[src/rtl/cbr_pkg.sv]
`timescale 1ns/1ps
package cbr_pkg;
    // command / response word layout (software visible)
    localparam int WORD_W   = 32;
    localparam int SEL_LSB  = 0;
    localparam int SEL_W    = 2;
    localparam int RD_POS   = 2;
    localparam int GO_POS   = 8;
    localparam int ADDR_LSB = 9;
    localparam int DATA_LSB = 16;
    localparam int REG_W    = WORD_W - DATA_LSB;
    localparam int ADDR_W   = DATA_LSB - ADDR_LSB;
    localparam int VLD_POS  = 8;

    typedef enum logic {
        ST_IDLE = 1'b0,
        ST_WAIT = 1'b1
    } st_e;

    typedef struct packed {
        logic [SEL_W-1:0]  sel;
        logic              rd;
        logic              go;
        logic [ADDR_W-1:0] addr;
        logic [REG_W-1:0]  data;
    } cmd_t;
endpackage

[src/rtl/cbr_cmd_decode.sv]
`timescale 1ns/1ps
module cbr_cmd_decode
    import cbr_pkg::*;
#(
    parameter int NUM_CODECS = 3
) (
    input  logic [WORD_W-1:0] word,
    output cmd_t              cmd,
    output logic              legal,
    output logic [WORD_W-1:0] stored
);
    localparam logic [SEL_W:0] NUM_V = NUM_CODECS[SEL_W:0];

    always_comb begin
        cmd.sel  = word[SEL_LSB +: SEL_W];
        cmd.rd   = word[RD_POS];
        cmd.go   = word[GO_POS];
        cmd.addr = word[ADDR_LSB +: ADDR_W];
        cmd.data = word[DATA_LSB +: REG_W];
        legal    = ({1'b0, cmd.sel} < NUM_V);
        // go flag is not kept: busy is reinserted on readback
        stored         = word;
        stored[GO_POS] = 1'b0;
    end
endmodule

[src/rtl/cbr_timer.sv]
`timescale 1ns/1ps
module cbr_timer #(
    parameter int TMO_W = 12
) (
    input  logic             clk,
    input  logic             rst_n,
    input  logic             start,
    input  logic             run,
    input  logic [TMO_W-1:0] limit,
    output logic             expire
);
    typedef struct packed {
        logic [TMO_W-1:0] cnt;
    } tmr_s;

    tmr_s             tmr_d, tmr_q;
    logic [TMO_W-1:0] last_d;

    always_comb begin
        last_d = (limit == '0) ? '0 : limit - 1'b1;
        expire = run && (tmr_q.cnt == last_d);
        tmr_d  = tmr_q;
        if (start) begin
            tmr_d.cnt = '0;
        end else if (run) begin
            tmr_d.cnt = tmr_q.cnt + 1'b1;
        end
    end

    always_ff @(posedge clk or negedge rst_n) begin
        if (!rst_n) begin
            tmr_q <= '0;
        end else begin
            tmr_q <= tmr_d;
        end
    end
endmodule

[src/rtl/cbr_ctrl.sv]
`timescale 1ns/1ps
module cbr_ctrl
    import cbr_pkg::*;
(
    input  logic              clk,
    input  logic              rst_n,
    input  logic              cmd_wr,
    input  cmd_t              cmd,
    input  logic              legal,
    input  logic [WORD_W-1:0] stored,
    input  logic              lnk_ack,
    input  logic [REG_W-1:0]  lnk_rdata,
    input  logic              expire,
    input  logic              tmo_clr,
    output logic              accept,
    output logic              busy,
    output logic [WORD_W-1:0] word_q,
    output logic [REG_W-1:0]  rdat_q,
    output logic              vld_q,
    output logic              tmo_q
);
    typedef struct packed {
        st_e               st;
        logic [WORD_W-1:0] word;
        logic [REG_W-1:0]  rdat;
        logic              vld;
        logic              tmo;
    } ctrl_s;

    ctrl_s c_d, c_q;

    always_comb begin
        c_d    = c_q;
        accept = cmd_wr && cmd.go && (c_q.st == ST_IDLE);

        if (tmo_clr) begin
            c_d.tmo = 1'b0;
        end

        unique case (c_q.st)
            ST_IDLE: begin
                if (accept) begin
                    c_d.word = stored;
                    c_d.rdat = '0;
                    c_d.vld  = 1'b0;
                    if (legal) begin
                        c_d.st = ST_WAIT;
                    end
                end
            end
            ST_WAIT: begin
                if (lnk_ack) begin
                    c_d.st = ST_IDLE;
                    if (c_q.word[RD_POS]) begin
                        c_d.rdat = lnk_rdata;
                        c_d.vld  = 1'b1;
                    end
                end else if (expire) begin
                    c_d.st  = ST_IDLE;
                    c_d.tmo = 1'b1;
                end
            end
            default: c_d.st = ST_IDLE;
        endcase
    end

    always_ff @(posedge clk or negedge rst_n) begin
        if (!rst_n) begin
            c_q <= '{st: ST_IDLE, word: '0, rdat: '0, vld: 1'b0, tmo: 1'b0};
        end else begin
            c_q <= c_d;
        end
    end

    assign busy   = (c_q.st == ST_WAIT);
    assign word_q = c_q.word;
    assign rdat_q = c_q.rdat;
    assign vld_q  = c_q.vld;
    assign tmo_q  = c_q.tmo;
endmodule

[src/rtl/codec_reg_bridge.sv]
`timescale 1ns/1ps
module codec_reg_bridge
    import cbr_pkg::*;
#(
    parameter int NUM_CODECS = 3,
    parameter int TMO_W      = 12
) (
    input  logic                      clk,
    input  logic                      rst_n,
    input  logic                      cmd_wr,
    input  logic [31:0]               cmd_wdata,
    output logic [31:0]               cmd_rdata,
    output logic [31:0]               rsp_rdata,
    input  logic [TMO_W-1:0]          tmo_limit,
    input  logic                      tmo_clr,
    output logic                      tmo_status,
    output logic                      lnk_req,
    output logic [1:0]                lnk_codec,
    output logic                      lnk_rd,
    output logic [6:0]                lnk_addr,
    output logic [15:0]               lnk_wdata,
    input  logic                      lnk_ack,
    input  logic [15:0]               lnk_rdata
);
    cmd_t              dec_cmd;
    logic              dec_legal;
    logic [WORD_W-1:0] dec_stored;
    logic              accept;
    logic              busy;
    logic [WORD_W-1:0] word_q;
    logic [REG_W-1:0]  rdat_q;
    logic              vld_q;
    logic              tmo_q;
    logic              expire;

    cbr_cmd_decode #(.NUM_CODECS(NUM_CODECS)) u_dec (
        .word   (cmd_wdata),
        .cmd    (dec_cmd),
        .legal  (dec_legal),
        .stored (dec_stored)
    );

    cbr_timer #(.TMO_W(TMO_W)) u_tmr (
        .clk    (clk),
        .rst_n  (rst_n),
        .start  (accept),
        .run    (busy),
        .limit  (tmo_limit),
        .expire (expire)
    );

    cbr_ctrl u_ctrl (
        .clk       (clk),
        .rst_n     (rst_n),
        .cmd_wr    (cmd_wr),
        .cmd       (dec_cmd),
        .legal     (dec_legal),
        .stored    (dec_stored),
        .lnk_ack   (lnk_ack),
        .lnk_rdata (lnk_rdata),
        .expire    (expire),
        .tmo_clr   (tmo_clr),
        .accept    (accept),
        .busy      (busy),
        .word_q    (word_q),
        .rdat_q    (rdat_q),
        .vld_q     (vld_q),
        .tmo_q     (tmo_q)
    );

    always_comb begin
        cmd_rdata         = word_q;
        cmd_rdata[GO_POS] = busy;
        rsp_rdata                     = '0;
        rsp_rdata[DATA_LSB +: REG_W]  = rdat_q;
        rsp_rdata[VLD_POS]            = vld_q;
    end

    assign tmo_status = tmo_q;
    assign lnk_req    = busy;
    assign lnk_codec  = word_q[SEL_LSB +: SEL_W];
    assign lnk_rd     = word_q[RD_POS];
    assign lnk_addr   = word_q[ADDR_LSB +: ADDR_W];
    assign lnk_wdata  = word_q[DATA_LSB +: REG_W];
endmodule

[config.mk]
export PLATFORM = sky130hd
export DESIGN_NAME = codec_reg_bridge
export DESIGN_NICKNAME = d
export VERILOG_FILES = /design/src/rtl/cbr_pkg.sv /design/src/rtl/cbr_cmd_decode.sv /design/src/rtl/cbr_timer.sv /design/src/rtl/cbr_ctrl.sv /design/src/rtl/codec_reg_bridge.sv
export SDC_FILE = /design/constraint.sdc
export NUM_CORES = 1
export LEC_CHECK = 0
export CORE_ASPECT_RATIO = 1.5
export CORE_MARGIN = 2
export CORE_UTILIZATION = 24
export DETAILED_ROUTE_END_ITERATION = 10
export PLACE_DENSITY_LB_ADDON = 0.05
export RECOVER_POWER = 100
export SLEW_MARGIN = 20
export SYNTH_ARGS = -nofsm -noshare
export SYNTH_HDL_FRONTEND = slang
export SYNTH_SLANG_ARGS = --single-unit
[constraint.sdc]
create_clock -name clk -period 1.9 [get_ports clk]
set_input_delay 0.38 -clock clk [delete_from_list [all_inputs] [get_ports clk]]
set_output_delay 0.38 -clock clk [all_outputs]
set_load 0.05 [all_outputs]
==> flow_metrics.tcl <==
set metrics [dict create \
    endpoint_kind "flip-flop" \
    finalCritPeriodShare 1.171 \
    timing.rr.end "u_ctrl.busy" \
    port_buffers 141 \
    place_inst 657 \
    instances_no_fill 672 \
    grt_pass1_wl_microns 15880 \
    crit_path_start_kind "input pin" \
    synth_top_area_frac 0.4755 \
    track_usage 0.1399 \
    drtAntennaViolNets 0 \
    relSlewSlack 0.2369 \
    ir_drop_v 0.0005411 \
    hold_viol_final 0 \
    fin_worst_skew_ns 0.004199 \
    placed_cell_area_sq_um 4745 \
    synth-main-ff-cell "dfrtp_1" \
    ys_seq_area_frac 0.4755 \
    htreeDepth 3 \
    vias 2971 \
    final_nets 573 \
    synthTopCellsByArea "dfrtp_1, nand2_1, buf_4" \
    fillCellCount 1475 \
    clock_latency_ns 0.32 \
    tightest_slew_ns 1.145 \
    initial_core_util 0.2435 \
    required_ns 2.08 \
    design.core.area_sq_um 13400 \
    ys_async_sr_fraction 1.000 \
    syn2layout_area_growth_pct 44.82 \
    p_leak_nw 2.165 \
    cts_setup_buffers 0 \
    regArea_sq_um 1551 \
    wl_per_cell_microns 14.98 \
    status "finished with violations" \
    violations "negative setup slack" \
    avgSynthCellArea_sq_um 9.115 \
    cts_root_buf "clkbuf_16" \
    rsz0062_at_grt "yes" \
    max_cap_violations 0 \
    ios 157 \
    postLayoutCellArea_sq_um 4726 \
    num_antenna_cells 0 \
    clk_path_buf_depth 2 \
    post-route-util 0.3526 \
    fmax_ghz 0.4494 \
    cts_tree "yes" \
    powerDensity_nw_per_um2 1104 \
    timing.rr.start "u_tmr.tmr_q[4]" \
    fin_crit_ns 2.225 \
    fin_setup_tns_ns -0.6460 \
    multi_input_area_sq_um 1406 \
    dr.pass1.iters 4 \
    die_w_microns 99.21 \
    grt-ovfl-total 0 \
    fin_ws_ns -0.3254 \
    drive_above_1_share 0.1510 \
    grt_pass1_vias 3061 \
    ys_ff_latch 62 \
    fp.dieArea_sq_um 14560 \
    holdCritPathClass "in -> async" \
    setup_viol 2 \
    grt_start_max_net_pins 46 \
    syn_area_sq_um 3263 \
    netlist.top_cell.by_area "dfrtp_1" \
    fp-row-count 52 \
    netlist_instances 358 \
    yosys_warnings 0 \
    remaining_drc_errors 0 \
    path_clk_slew_ns 0.05 \
    place_congestion 0.7685 \
    r2r_setup_slack_ns 0.13 \
    wl_microns 10070 \
    hpwlAfterDp_microns 7752 \
    crit_path_max_fanout 6 \
    dieHeight_microns 146.8 \
    slew_violations 0 \
    cts.sinks 62 \
    first_iter_violations 104 \
    synth_cell_types 48 \
    cts_inserted_buffers 9 \
    worstPathArrival_ns 2.41 \
    synth_edf_count 0 \
    reg2regPathDepth 7 \
    power_mw 5.218 \
    crit_type "in -> reg" \
    antenna_found_initial 0 \
    vias_per_cell 4.421 \
]
-- per-layer routing --
metal,track usage,vias up,share of wire
li1,-,1463,-
met1,0.1552,1409,0.38
met2,0.2561,85,0.55
met3,0.02997,14,0.047
met4,0.05479,0,0.021
met5,0,-,0
-- cells in the final DEF (no fill, tap or decap), drive strengths merged, types with 9 or more instances in the layout --
master	instances
nand2	106
clkbuf	89
dfrtp	62
clkdlybuf4s50	58
buf	38
a22o	16
nand3	15
conb	15
nor2	11
o21ai	9
-- stage by stage --
stage / hold WS (ns) / worst slack [ns]
4_1_cts: 0.04918 / -0.4130
6_report: 0.2982 / -0.3254
3_5_place_dp: 0.3969 / -1.043
3_3_place_gp: 0.4035 / -1.003
2_1_floorplan: 0.08441 / -0.5915
5_1_grt: 0.4122 / -0.4128
-- power breakdown --
part           leakage (nW)  internal (mW)  switching [mW]
logic                  1.22          0.447            1.47
registers             0.807           1.52           0.193
clock network         0.141           1.04           0.546
total                  2.16           3.01            2.21
-- synth_stat cells (4+ instances only) --
cell and n:
xor2_1 4, nand3_1 15, dfrtp_1 62, nand2_1 106, nand4_1 4, and3_1 4
a22o_1 16, clkbuf_1 14, nor2_1 11, nor3_1 5, o21ai_0 9, xnor2_1 8
nor4_1 6, buf_4 43
-- area by class of cell --
type / count / share of cell area
multi-input cells: 247 / 0.2976
well taps: 162 / 0.04289
clock inverters: 4 / 0.01006
clock buffers: 11 / 0.05136
flip-flops and latches: 62 / 0.3283
inverters: 3 / 0.002383
repair buffers: 183 / 0.2674
-- how the worst max path moves through the flow --
| stage | startpoint | endpoint | slack [ns] | cells after the start |
|---|---|---|---|---|
| 2_1_floorplan | tmo_limit[3] | u_ctrl.tmo_q | -0.59 | 7 |
| 3_3_place_gp | tmo_limit[3] | u_ctrl.tmo_q | -1.00 | 7 |
| 3_5_place_dp | tmo_limit[3] | u_ctrl.tmo_q | -1.04 | 7 |
| 4_1_cts | tmo_limit[5] | u_ctrl.busy | -0.41 | 7 |
| 5_1_grt | tmo_limit[5] | u_ctrl.busy | -0.41 | 7 |
| 6_report | tmo_limit[11] | u_ctrl.busy | -0.33 | 6 |
-- critical path, stage by stage --
cell and delay [ns]:
clkdlybuf4s50_1 0.48, or3_4 0.42, or4_4 0.48, a21o_1 0.21, a2111oi_4 0.30, a31oi_1 0.13
-- state kept, by name (all words and copies together), names as in the netlist --
signal / cells
u_ctrl.busy: 1
u_ctrl.rdat_q: 16
u_ctrl.tmo_q: 1
u_ctrl.vld_q: 1
u_ctrl.word_q: 31
u_tmr.tmr_q: 12
-- cell families (layout without fill, tap and decap cells) --
group	Yosys count	after routing	share of synthesized area
other cells	1	15	0.001149
xor+xnor	12	12	0.03221
compound gates	49	49	0.1227
flops	62	62	0.4755
simple gates	166	166	0.2266
mux	3	3	0.009203
fa+ha+maj	2	2	0.007667
buf+inv	63	201	0.1250
-- what timing repair did --
item | CTS | global route
endpoints found under the setup margin | 2 | 7
hold buffers | 0 | 0
gates cloned | 0 | 0
resized for setup | 30 | 7
pin swaps | 7 | 3
(Power assumes the default switching activity.)
